--- src/rtl/bcd_alu_pkg.sv ---
package bcd_alu_pkg;

  typedef enum logic [3:0] {
    OP_ADD  = 4'd0,
    OP_SUB  = 4'd1,
    OP_AND  = 4'd2,
    OP_OR   = 4'd3,
    OP_XOR  = 4'd4,
    OP_CMP  = 4'd5,
    OP_BIT  = 4'd6,
    OP_TSET = 4'd7,
    OP_TCLR = 4'd8,
    OP_SHL  = 4'd9,
    OP_SHR  = 4'd10,
    OP_ROTL = 4'd11,
    OP_ROTR = 4'd12,
    OP_INC  = 4'd13,
    OP_DEC  = 4'd14,
    OP_NONE = 4'd15
  } aluOp_e;

  typedef enum logic [2:0] {
    U_ARITH, U_LOGIC, U_SHIFT, U_STEP, U_REG
  } unit_e;

  typedef enum logic [2:0] {
    L_AND, L_OR, L_XOR, L_SET, L_CLR
  } logicSel_e;

  // flag positions inside the 4-bit flag vectors and the mask
  localparam int F_N = 3;
  localparam int F_V = 2;
  localparam int F_Z = 1;
  localparam int F_C = 0;

  typedef struct packed {
    unit_e     unit;
    logic      subtract;
    logic      decimalOk;
    logic      forceCarry;
    logicSel_e logicSel;
    logic      shiftLeft;
    logic      rotate;
    logic      stepDown;
    logic      keepReg;
    logic      zFromAnd;
    logic      nvFromMem;
    logic [3:0] mask;
  } aluCtrl_t;

endpackage

--- src/rtl/bcd_alu_ctrl.sv ---
module bcd_alu_ctrl
  import bcd_alu_pkg::*;
(
  input  logic [3:0] opCode,
  output aluCtrl_t   ctrl
);

  always_comb begin
    ctrl          = '0;
    ctrl.unit     = U_REG;
    ctrl.logicSel = L_AND;
    unique case (aluOp_e'(opCode))
      OP_ADD: begin
        ctrl.unit = U_ARITH; ctrl.decimalOk = 1'b1; ctrl.mask = 4'b1111;
      end
      OP_SUB: begin
        ctrl.unit = U_ARITH; ctrl.subtract = 1'b1; ctrl.decimalOk = 1'b1;
        ctrl.mask = 4'b1111;
      end
      OP_AND: begin ctrl.unit = U_LOGIC; ctrl.logicSel = L_AND; ctrl.mask = 4'b1010; end
      OP_OR:  begin ctrl.unit = U_LOGIC; ctrl.logicSel = L_OR;  ctrl.mask = 4'b1010; end
      OP_XOR: begin ctrl.unit = U_LOGIC; ctrl.logicSel = L_XOR; ctrl.mask = 4'b1010; end
      OP_CMP: begin
        ctrl.unit = U_ARITH; ctrl.subtract = 1'b1; ctrl.forceCarry = 1'b1;
        ctrl.keepReg = 1'b1; ctrl.mask = 4'b1011;
      end
      OP_BIT: begin
        ctrl.unit = U_LOGIC; ctrl.logicSel = L_AND; ctrl.keepReg = 1'b1;
        ctrl.zFromAnd = 1'b1; ctrl.nvFromMem = 1'b1; ctrl.mask = 4'b1110;
      end
      OP_TSET: begin
        ctrl.unit = U_LOGIC; ctrl.logicSel = L_SET; ctrl.zFromAnd = 1'b1;
        ctrl.mask = 4'b0010;
      end
      OP_TCLR: begin
        ctrl.unit = U_LOGIC; ctrl.logicSel = L_CLR; ctrl.zFromAnd = 1'b1;
        ctrl.mask = 4'b0010;
      end
      OP_SHL:  begin ctrl.unit = U_SHIFT; ctrl.shiftLeft = 1'b1; ctrl.mask = 4'b1011; end
      OP_SHR:  begin ctrl.unit = U_SHIFT; ctrl.mask = 4'b1011; end
      OP_ROTL: begin
        ctrl.unit = U_SHIFT; ctrl.shiftLeft = 1'b1; ctrl.rotate = 1'b1; ctrl.mask = 4'b1011;
      end
      OP_ROTR: begin ctrl.unit = U_SHIFT; ctrl.rotate = 1'b1; ctrl.mask = 4'b1011; end
      OP_INC:  begin ctrl.unit = U_STEP; ctrl.mask = 4'b1010; end
      OP_DEC:  begin ctrl.unit = U_STEP; ctrl.stepDown = 1'b1; ctrl.mask = 4'b1010; end
      default: begin ctrl.unit = U_REG; ctrl.mask = 4'b0000; end
    endcase
  end

  // reserved code owns no flag
  always_comb begin
    if (opCode == 4'd15)
      assert_reserved_no_flags_R12: assert (ctrl.mask == 4'b0000)
        else $error("reserved code claims flags");
  end

endmodule

--- src/rtl/bcd_alu_datapath.sv ---
module bcd_alu_datapath
  import bcd_alu_pkg::*;
#(
  parameter int DATA_W = 8
) (
  input  aluCtrl_t          ctrl,
  input  logic [DATA_W-1:0] regVal,
  input  logic [DATA_W-1:0] memVal,
  input  logic [3:0]        flagsIn,
  input  logic              dIn,
  output logic [DATA_W-1:0] resVal,
  output logic [3:0]        flagsOut
);

  localparam int MSB    = DATA_W - 1;
  localparam int DIGITS = DATA_W / 4;

  logic cIn;
  assign cIn = flagsIn[F_C];

  // binary adder shared by add, subtract and compare
  logic              carryIn;
  logic [MSB:0]      addend;
  logic [DATA_W:0]   binSum;
  logic              binOvf;
  assign carryIn = ctrl.forceCarry ? 1'b1 : cIn;
  assign addend  = ctrl.subtract ? ~memVal : memVal;
  assign binSum  = {1'b0, regVal} + {1'b0, addend} + {{DATA_W{1'b0}}, carryIn};
  assign binOvf  = (regVal[MSB] == addend[MSB]) && (binSum[MSB] != regVal[MSB]);

  // decimal digit chain: carry for add, borrow for subtract
  logic [DIGITS:0] decChain;
  logic [MSB:0]    decVal;
  assign decChain[0] = ctrl.subtract ? ~cIn : cIn;

  for (genvar g = 0; g < DIGITS; g++) begin : gDigit
    logic [4:0] rawDigit;
    logic [4:0] adjDigit;
    logic       overRange;
    always_comb begin
      if (ctrl.subtract) begin
        rawDigit  = {1'b0, regVal[4*g +: 4]} - {1'b0, memVal[4*g +: 4]}
                    - {4'd0, decChain[g]};
        overRange = rawDigit[4];
        adjDigit  = overRange ? rawDigit - 5'd6 : rawDigit;
      end else begin
        rawDigit  = {1'b0, regVal[4*g +: 4]} + {1'b0, memVal[4*g +: 4]}
                    + {4'd0, decChain[g]};
        overRange = rawDigit > 5'd9;
        adjDigit  = overRange ? rawDigit + 5'd6 : rawDigit;
      end
    end
    assign decVal[4*g +: 4] = adjDigit[3:0];
    assign decChain[g+1]    = overRange;
  end

  logic         useDec;
  logic [MSB:0] arithRes;
  logic         arithC;
  assign useDec   = dIn & ctrl.decimalOk;
  assign arithRes = useDec ? decVal : binSum[MSB:0];
  assign arithC   = useDec ? (ctrl.subtract ? ~decChain[DIGITS] : decChain[DIGITS])
                           : binSum[DATA_W];

  // bitwise unit
  logic [MSB:0] andVal;
  logic [MSB:0] logicRes;
  assign andVal = regVal & memVal;
  always_comb begin
    unique case (ctrl.logicSel)
      L_OR:    logicRes = regVal | memVal;
      L_XOR:   logicRes = regVal ^ memVal;
      L_SET:   logicRes = memVal | regVal;
      L_CLR:   logicRes = memVal & ~regVal;
      default: logicRes = andVal;
    endcase
  end

  // shift and rotate unit
  logic         fillBit;
  logic [MSB:0] shiftRes;
  logic         shiftC;
  assign fillBit  = ctrl.rotate ? cIn : 1'b0;
  assign shiftRes = ctrl.shiftLeft ? {memVal[MSB-1:0], fillBit} : {fillBit, memVal[MSB:1]};
  assign shiftC   = ctrl.shiftLeft ? memVal[MSB] : memVal[0];

  // increment / decrement unit
  logic [MSB:0] stepRes;
  assign stepRes = ctrl.stepDown ? memVal - 1'b1 : memVal + 1'b1;

  // unit select and flag derivation
  logic [MSB:0] unitRes;
  logic [3:0]   flagsNew;
  always_comb begin
    unique case (ctrl.unit)
      U_ARITH: unitRes = arithRes;
      U_LOGIC: unitRes = logicRes;
      U_SHIFT: unitRes = shiftRes;
      U_STEP:  unitRes = stepRes;
      default: unitRes = regVal;
    endcase
    resVal = ctrl.keepReg ? regVal : unitRes;

    flagsNew[F_N] = ctrl.nvFromMem ? memVal[MSB]   : unitRes[MSB];
    flagsNew[F_V] = ctrl.nvFromMem ? memVal[MSB-1] : binOvf;
    flagsNew[F_Z] = ctrl.zFromAnd  ? (andVal == '0) : (unitRes == '0);
    flagsNew[F_C] = (ctrl.unit == U_ARITH) ? arithC : shiftC;
    for (int i = 0; i < 4; i++)
      flagsOut[i] = ctrl.mask[i] ? flagsNew[i] : flagsIn[i];
  end

  function automatic logic isBcd(input logic [MSB:0] v);
    logic ok;
    ok = 1'b1;
    for (int d = 0; d < DIGITS; d++)
      if (v[4*d +: 4] > 4'd9) ok = 1'b0;
    return ok;
  endfunction

  always_comb begin
    if (ctrl.unit == U_ARITH && ctrl.forceCarry)
      assert_cmp_carry_R6: assert (flagsOut[F_C] == (regVal >= memVal))
        else $error("compare carry disagrees with magnitude");
    if (ctrl.unit == U_LOGIC && ctrl.logicSel == L_SET)
      assert_tset_covers_R8: assert ((resVal & regVal) == regVal)
        else $error("test-and-set lost a bit");
    if (ctrl.unit == U_LOGIC && ctrl.logicSel == L_CLR)
      assert_tclr_clears_R8: assert ((resVal & regVal) == '0)
        else $error("test-and-clear left a bit");
    if (ctrl.unit == U_STEP)
      assert_step_keeps_carry_R11: assert (flagsOut[F_C] == cIn)
        else $error("step changed carry");
    if (useDec && isBcd(regVal) && isBcd(memVal))
      assert_dec_digits_R3: assert (isBcd(resVal))
        else $error("decimal result has a non-decimal digit");
  end

endmodule

--- src/rtl/bcd_alu.sv ---
module bcd_alu
  import bcd_alu_pkg::*;
#(
  parameter int DATA_W = 8
) (
  input  logic [3:0]        opCode,
  input  logic [DATA_W-1:0] regVal,
  input  logic [DATA_W-1:0] memVal,
  input  logic              nIn,
  input  logic              vIn,
  input  logic              zIn,
  input  logic              cIn,
  input  logic              dIn,
  output logic [DATA_W-1:0] result,
  output logic              nOut,
  output logic              vOut,
  output logic              zOut,
  output logic              cOut,
  output logic [3:0]        flagMask
);

  aluCtrl_t   ctrl;
  logic [3:0] flagsIn;
  logic [3:0] flagsOut;

  assign flagsIn = {nIn, vIn, zIn, cIn};

  bcd_alu_ctrl uCtrl (
    .opCode (opCode),
    .ctrl   (ctrl)
  );

  bcd_alu_datapath #(.DATA_W(DATA_W)) uPath (
    .ctrl     (ctrl),
    .regVal   (regVal),
    .memVal   (memVal),
    .flagsIn  (flagsIn),
    .dIn      (dIn),
    .resVal   (result),
    .flagsOut (flagsOut)
  );

  assign {nOut, vOut, zOut, cOut} = flagsOut;
  assign flagMask = ctrl.mask;

  always_comb begin
    for (int i = 0; i < 4; i++)
      if (!flagMask[i])
        assert_masked_flag_held_R12: assert (flagsOut[i] == flagsIn[i])
          else $error("unowned flag changed");
  end

endmodule

--- config.mk ---
export PLATFORM = sky130hd
export DESIGN_NAME = bcd_alu
export DESIGN_NICKNAME = d
export VERILOG_FILES = /design/src/rtl/bcd_alu_pkg.sv /design/src/rtl/bcd_alu_ctrl.sv /design/src/rtl/bcd_alu_datapath.sv /design/src/rtl/bcd_alu.sv
export SDC_FILE = /design/constraint.sdc
export NUM_CORES = 1
export LEC_CHECK = 0
export ABC_AREA = 1
export BUFFER_PORTS_ARGS = -buffer_cell sky130_fd_sc_hd__buf_2
export CAP_MARGIN = 40
export CORE_ASPECT_RATIO = 1.5
export CORE_MARGIN = 3
export CORE_UTILIZATION = 25
export DETAILED_ROUTE_END_ITERATION = 10
export SETUP_SLACK_MARGIN = 0.2
export SLEW_MARGIN = 20
export SYNTH_ARGS = -nofsm -noshare
export SYNTH_HDL_FRONTEND = slang
export SYNTH_HIERARCHICAL = 1
export SYNTH_SLANG_ARGS = --single-unit
--- constraint.sdc ---
create_clock -name vclk -period 8
set_input_delay 0.8 -clock vclk [all_inputs]
set_output_delay 0.8 -clock vclk [all_outputs]
set_load 0.1 [all_outputs]
==> impl_metrics.json, run 1 <==
{
  "timing.slew.headroom_pct": 46.4,
  "drcViolationCount": 0,
  "yosysWarnings": 6,
  "n_antenna_cell": 0,
  "synth_most_common_cell": "nand2_1",
  "fill_cells": 1467,
  "synth_commonest_cells": "172 x nand2_1, 90 x inv_1, 53 x ha_1",
  "start_util_pct": 25.9,
  "layoutNonFillerInstCount": 767,
  "worstMarginPinSlew_ns": 0.798,
  "die_y_um": 146,
  "critPathBufInv": 9,
  "viasPerCell": 4.76,
  "fp.dieW_um": 99.6,
  "yosysUniqueCellTypes": 43,
  "setup_viol": 0,
  "vdd_drop_max_mv": 0.112,
  "fmax_mhz": 147,
  "path_delay_family": "adder cells",
  "required_ns": 7.20,
  "die_area_mm2": 0.0146,
  "arrival_ns": 5.99,
  "nets": 702,
  "port-buffer-count": 41,
  "cp_slowest_cell": "fa_1",
  "drt_iter0_drc": 182,
  "num_vias": 3649,
  "drive_above_1_share_pct": 11.8,
  "dr.pass1.iters": 5,
  "coreArea_mm2": 0.0127,
  "status": "finished clean",
  "syn_to_final_growth_pct": 11.1,
  "synth_cells": 577,
  "place.gp.congestion": 0.948,
  "worstSetupStartpointType": "primary input",
  "finalSetupTns_ns": 0,
  "cap_violations": 0,
  "slowest_delay_ns": 0.45,
  "floorplan.rows": 50,
  "netlist_area_mm2": 0.00329,
  "syn_area_per_cell_um2": 5.69,
  "fin_crit_sh_pct": 84.9,
  "post_drt_wl_per_cell_um": 14.2,
  "path_max_fanout": 7,
  "wirelength_mm": 10.9,
  "postCtsSetupRepairBufs": 0,
  "design_area_mm2": 0.00365,
  "grt_pass1_vias": 3595,
  "antenna_found_initial": 0,
  "placed_area_mm2": 0.00365,
  "synth.area.top_cells": "ha_1 20%, nand2_1 20%, inv_1 10%",
  "worst_path_most_repeated_cell": "nand2_1",
  "grt.total_usage_pct": 14.7,
  "seq_cells": 0,
  "cts-resized-gates": 0,
  "overflow": 0,
  "regArea_um2": 0,
  "synth.top_cell.area_share_pct": 20.2,
  "cp-end-kind": "primary output",
  "nClkBuffers": 0,
  "rsz0062_at_grt": "no",
  "power_uw": 409,
  "dp_hpwl_mm": 9.30,
  "power.leakage_uw": 0.00204,
  "hold_violations": 0,
  "worst_hold_slack_ns": 2.10,
  "worstSetupPathType": "primary input to primary output",
  "period_needed_ns": 6.79,
  "synth_largest_area_cell": "ha_1",
  "synth_nets": 666,
  "powerDensity_mw_per_mm2": 112,
  "slew_violations": 0,
  "postRouteAntennaNets": 0,
  "hp-class": "primary input to primary output",
  "grt_max_degree": 18,
  "multi_input_area_mm2": 0.00286,
  "dp_cells": 767,
  "hold_buffers": 0,
  "num_io_pins": 41,
  "ys_seq_area_share_pct": 0,
  "grt_pass1_wl_mm": 17.7
}
## worst paths after layout
| check | startpoint | endpoint | cells after the start |
|---|---|---|---|
| max | opCode[1] | zOut | 35 |
| min | nIn | nOut | 4 |
## routing by layer
metal  track usage (%)  vias to the layer above  share of wire (%)
li1                  -                     1930                  -
met1              17.0                     1611                 41
met2              26.9                       75                 50
met3             0.287                       33                2.4
met4              8.00                        0                6.8
met5                 0                        -                  0
## stage by stage
stage / setup slack, ns / utilization, %
after detailed placement: 1.26 / 28.7
after floorplan: 0.529 / -
after CTS: 1.25 / 28.7
after global routing: 0.851 / 28.7
final: 1.21 / 28.7
after global placement: 1.31 / 28.7
## logic make-up after synthesis
logic type | count (synthesis) | synth area share, %
adder cells (fa/ha/maj) | 64 | 26.9
XOR/XNOR | 17 | 4.53
AO/OA/AOI/OAI | 83 | 14.1
AND/OR/NAND/NOR | 304 | 41.5
buffers and inverters | 109 | 13.0
## layout make-up
type               count  area share (%)
well taps            156            5.35
inverters            100            10.3
repair buffers        43            6.03
multi-input cells    468            78.3
## where the power goes
part	switching [uW]	internal, uW
Sequential	0	0
Combinational	298	111
Clock	0	0
## cell usage in the layout, fill, tap and decap left out, types with 7 or more instances in the layout
master and instances:
nand2_1 172, inv_1 90, ha_1 53, nand3_1 49
buf_2 41, nor2_1 35, o21ai_0 30, a21oi_1 29
nand4_1 15, xor2_1 12, fa_1 11, inv_2 9
nor3_1 7, o211ai_1 7
(Power assumes the default switching activity.)
==> inputs of run 2 (changes only) <==
- clock period: 8 -> 5.8 ns (I/O delays scaled with it)
==> run 2 against run 1 <==
Global-route usage increased by 0.65 points. Setup slack lost 0.88 ns. Clock-buffer cell count is the same. Highest routed layer unchanged. Critical path type unchanged. Utilization rose by 3.6 points.
==> impl_metrics.json, run 2 (synthesized netlist as in run 1, its figures left out) <==
{
  "die_y_um": 146,
  "hold_violations": 0,
  "grt.total_usage_pct": 15.4,
  "vdd_drop_max_mv": 0.174,
  "nClkBuffers": 0,
  "slew_violations": 0,
  "status": "finished clean",
  "start_util_pct": 25.9,
  "dr.pass1.iters": 5,
  "nets": 723,
  "worstHoldStart": "nIn",
  "num_io_pins": 41,
  "overflow": 0,
  "grt_pass1_wl_mm": 18.3,
  "slowest_delay_ns": 0.54,
  "fin_util_pct": 32.3,
  "drt_iter0_drc": 208,
  "arrival_ns": 4.90,
  "grt_max_degree": 18,
  "cp-end-kind": "primary output",
  "worstSetupStartpointType": "primary input",
  "worst_path_most_repeated_cell": "nand2_1",
  "drive_above_1_share_pct": 21.0,
  "worstSetupPathType": "primary input to primary output",
  "syn_to_final_growth_pct": 24.9,
  "timing.slew.headroom_pct": 43.9,
  "coreArea_mm2": 0.0127,
  "post_drt_wl_per_cell_um": 14.6,
  "n_antenna_cell": 0,
  "seq_cells": 0,
  "cp_slowest_cell": "fa_2",
  "period_needed_ns": 5.48,
  "placed_area_mm2": 0.00391,
  "hp-class": "primary input to primary output",
  "fill_cells": 1428,
  "drcViolationCount": 0,
  "rsz0062_at_grt": "yes",
  "viasPerCell": 4.81,
  "critical_path.startpoint": "opCode[1]",
  "powerDensity_mw_per_mm2": 163,
  "place.gp.congestion": 0.969,
  "grt_pass1_vias": 3675,
  "wirelength_mm": 11.5,
  "critPathBufInv": 9,
  "postRouteAntennaNets": 0,
  "fmax_mhz": 183,
  "power.leakage_uw": 0.00219,
  "worstMarginPinSlew_ns": 0.835,
  "setup_viol": 0,
  "path_max_fanout": 5,
  "dp_hpwl_mm": 9.62,
  "final_cell_mix": "163 x nand2_1, 82 x inv_1, 52 x ha_1, 45 x nand3_1",
  "floorplan.rows": 50,
  "antenna_found_initial": 0,
  "final_common_cell": "nand2_1",
  "cap_violations": 0,
  "fin_crit_sh_pct": 94.4,
  "num_vias": 3793,
  "die_area_mm2": 0.0146,
  "fp.dieW_um": 99.6,
  "hold_buffers": 0,
  "multi_input_area_mm2": 0.00302,
  "port-buffer-count": 41,
  "design_area_mm2": 0.00410,
  "path_delay_family": "adder cells",
  "regArea_um2": 0,
  "required_ns": 5.22
}
-- run 2: changes by cell type in the layout (fill, tap and decap cells not counted), sizes merged --
| cell | delta |
|---|---|
| inv | -1 |
| buf | +20 |
| clkbuf | +1 |
| clkinv | +1 |
-- run 2: final timing paths --
| kind | endpoint | slack, ns | cells past startpoint |
|---|---|---|---|
| max | zOut | 0.32 | 36 |
| min | nOut | 1.57 | 4 |
-- run 2: final cells by class --
cell class,count,area share [%]
inverters,100,9.45
multi-input cells,468,73.7
well taps,156,4.76
repair buffers,64,12.1
-- run 2: layer usage --
metal / track usage (%) / routed length, um / vias to the layer above
li1: - / - / 1972
met1: 17.1 / 4530 / 1683
met2: 28.5 / 5980 / 101
met3: 0.478 / 238 / 37
met4: 8.75 / 783 / 0
met5: 0 / 0 / -
-- run 2: stage by stage --
step	setup slack, ns	setup TNS (ns)	cells	power, uW	hold slack (ns)
floorplan	-0.161	-0.161	577	461	1.44
global placement	0.175	0	776	628	1.60
detailed placement	0.0990	0	776	629	1.60
CTS	0.209	0	777	636	1.60
global route	0.0727	0	788	733	1.59
finish	0.325	0	788	669	1.57
-- run 2: power breakdown --
part           leakage (uW)  switching [uW]  internal, uW
clock network             0               0             0
logic               0.00219             445           224
registers                 0               0             0
-- run 2: tightest hold or removal path, delay by kind of cell --
kind / cells / cell delay [ns]
AO/OA/AOI/OAI: 1 / 0.07
buffers and inverters: 3 / 0.33
-- run 2: timing repair --
item,CTS,global route
setup endpoints to repair,2,7
gates cloned,0,0
buffers inserted,1,11
resized for setup,4,32
pin swaps,6,21
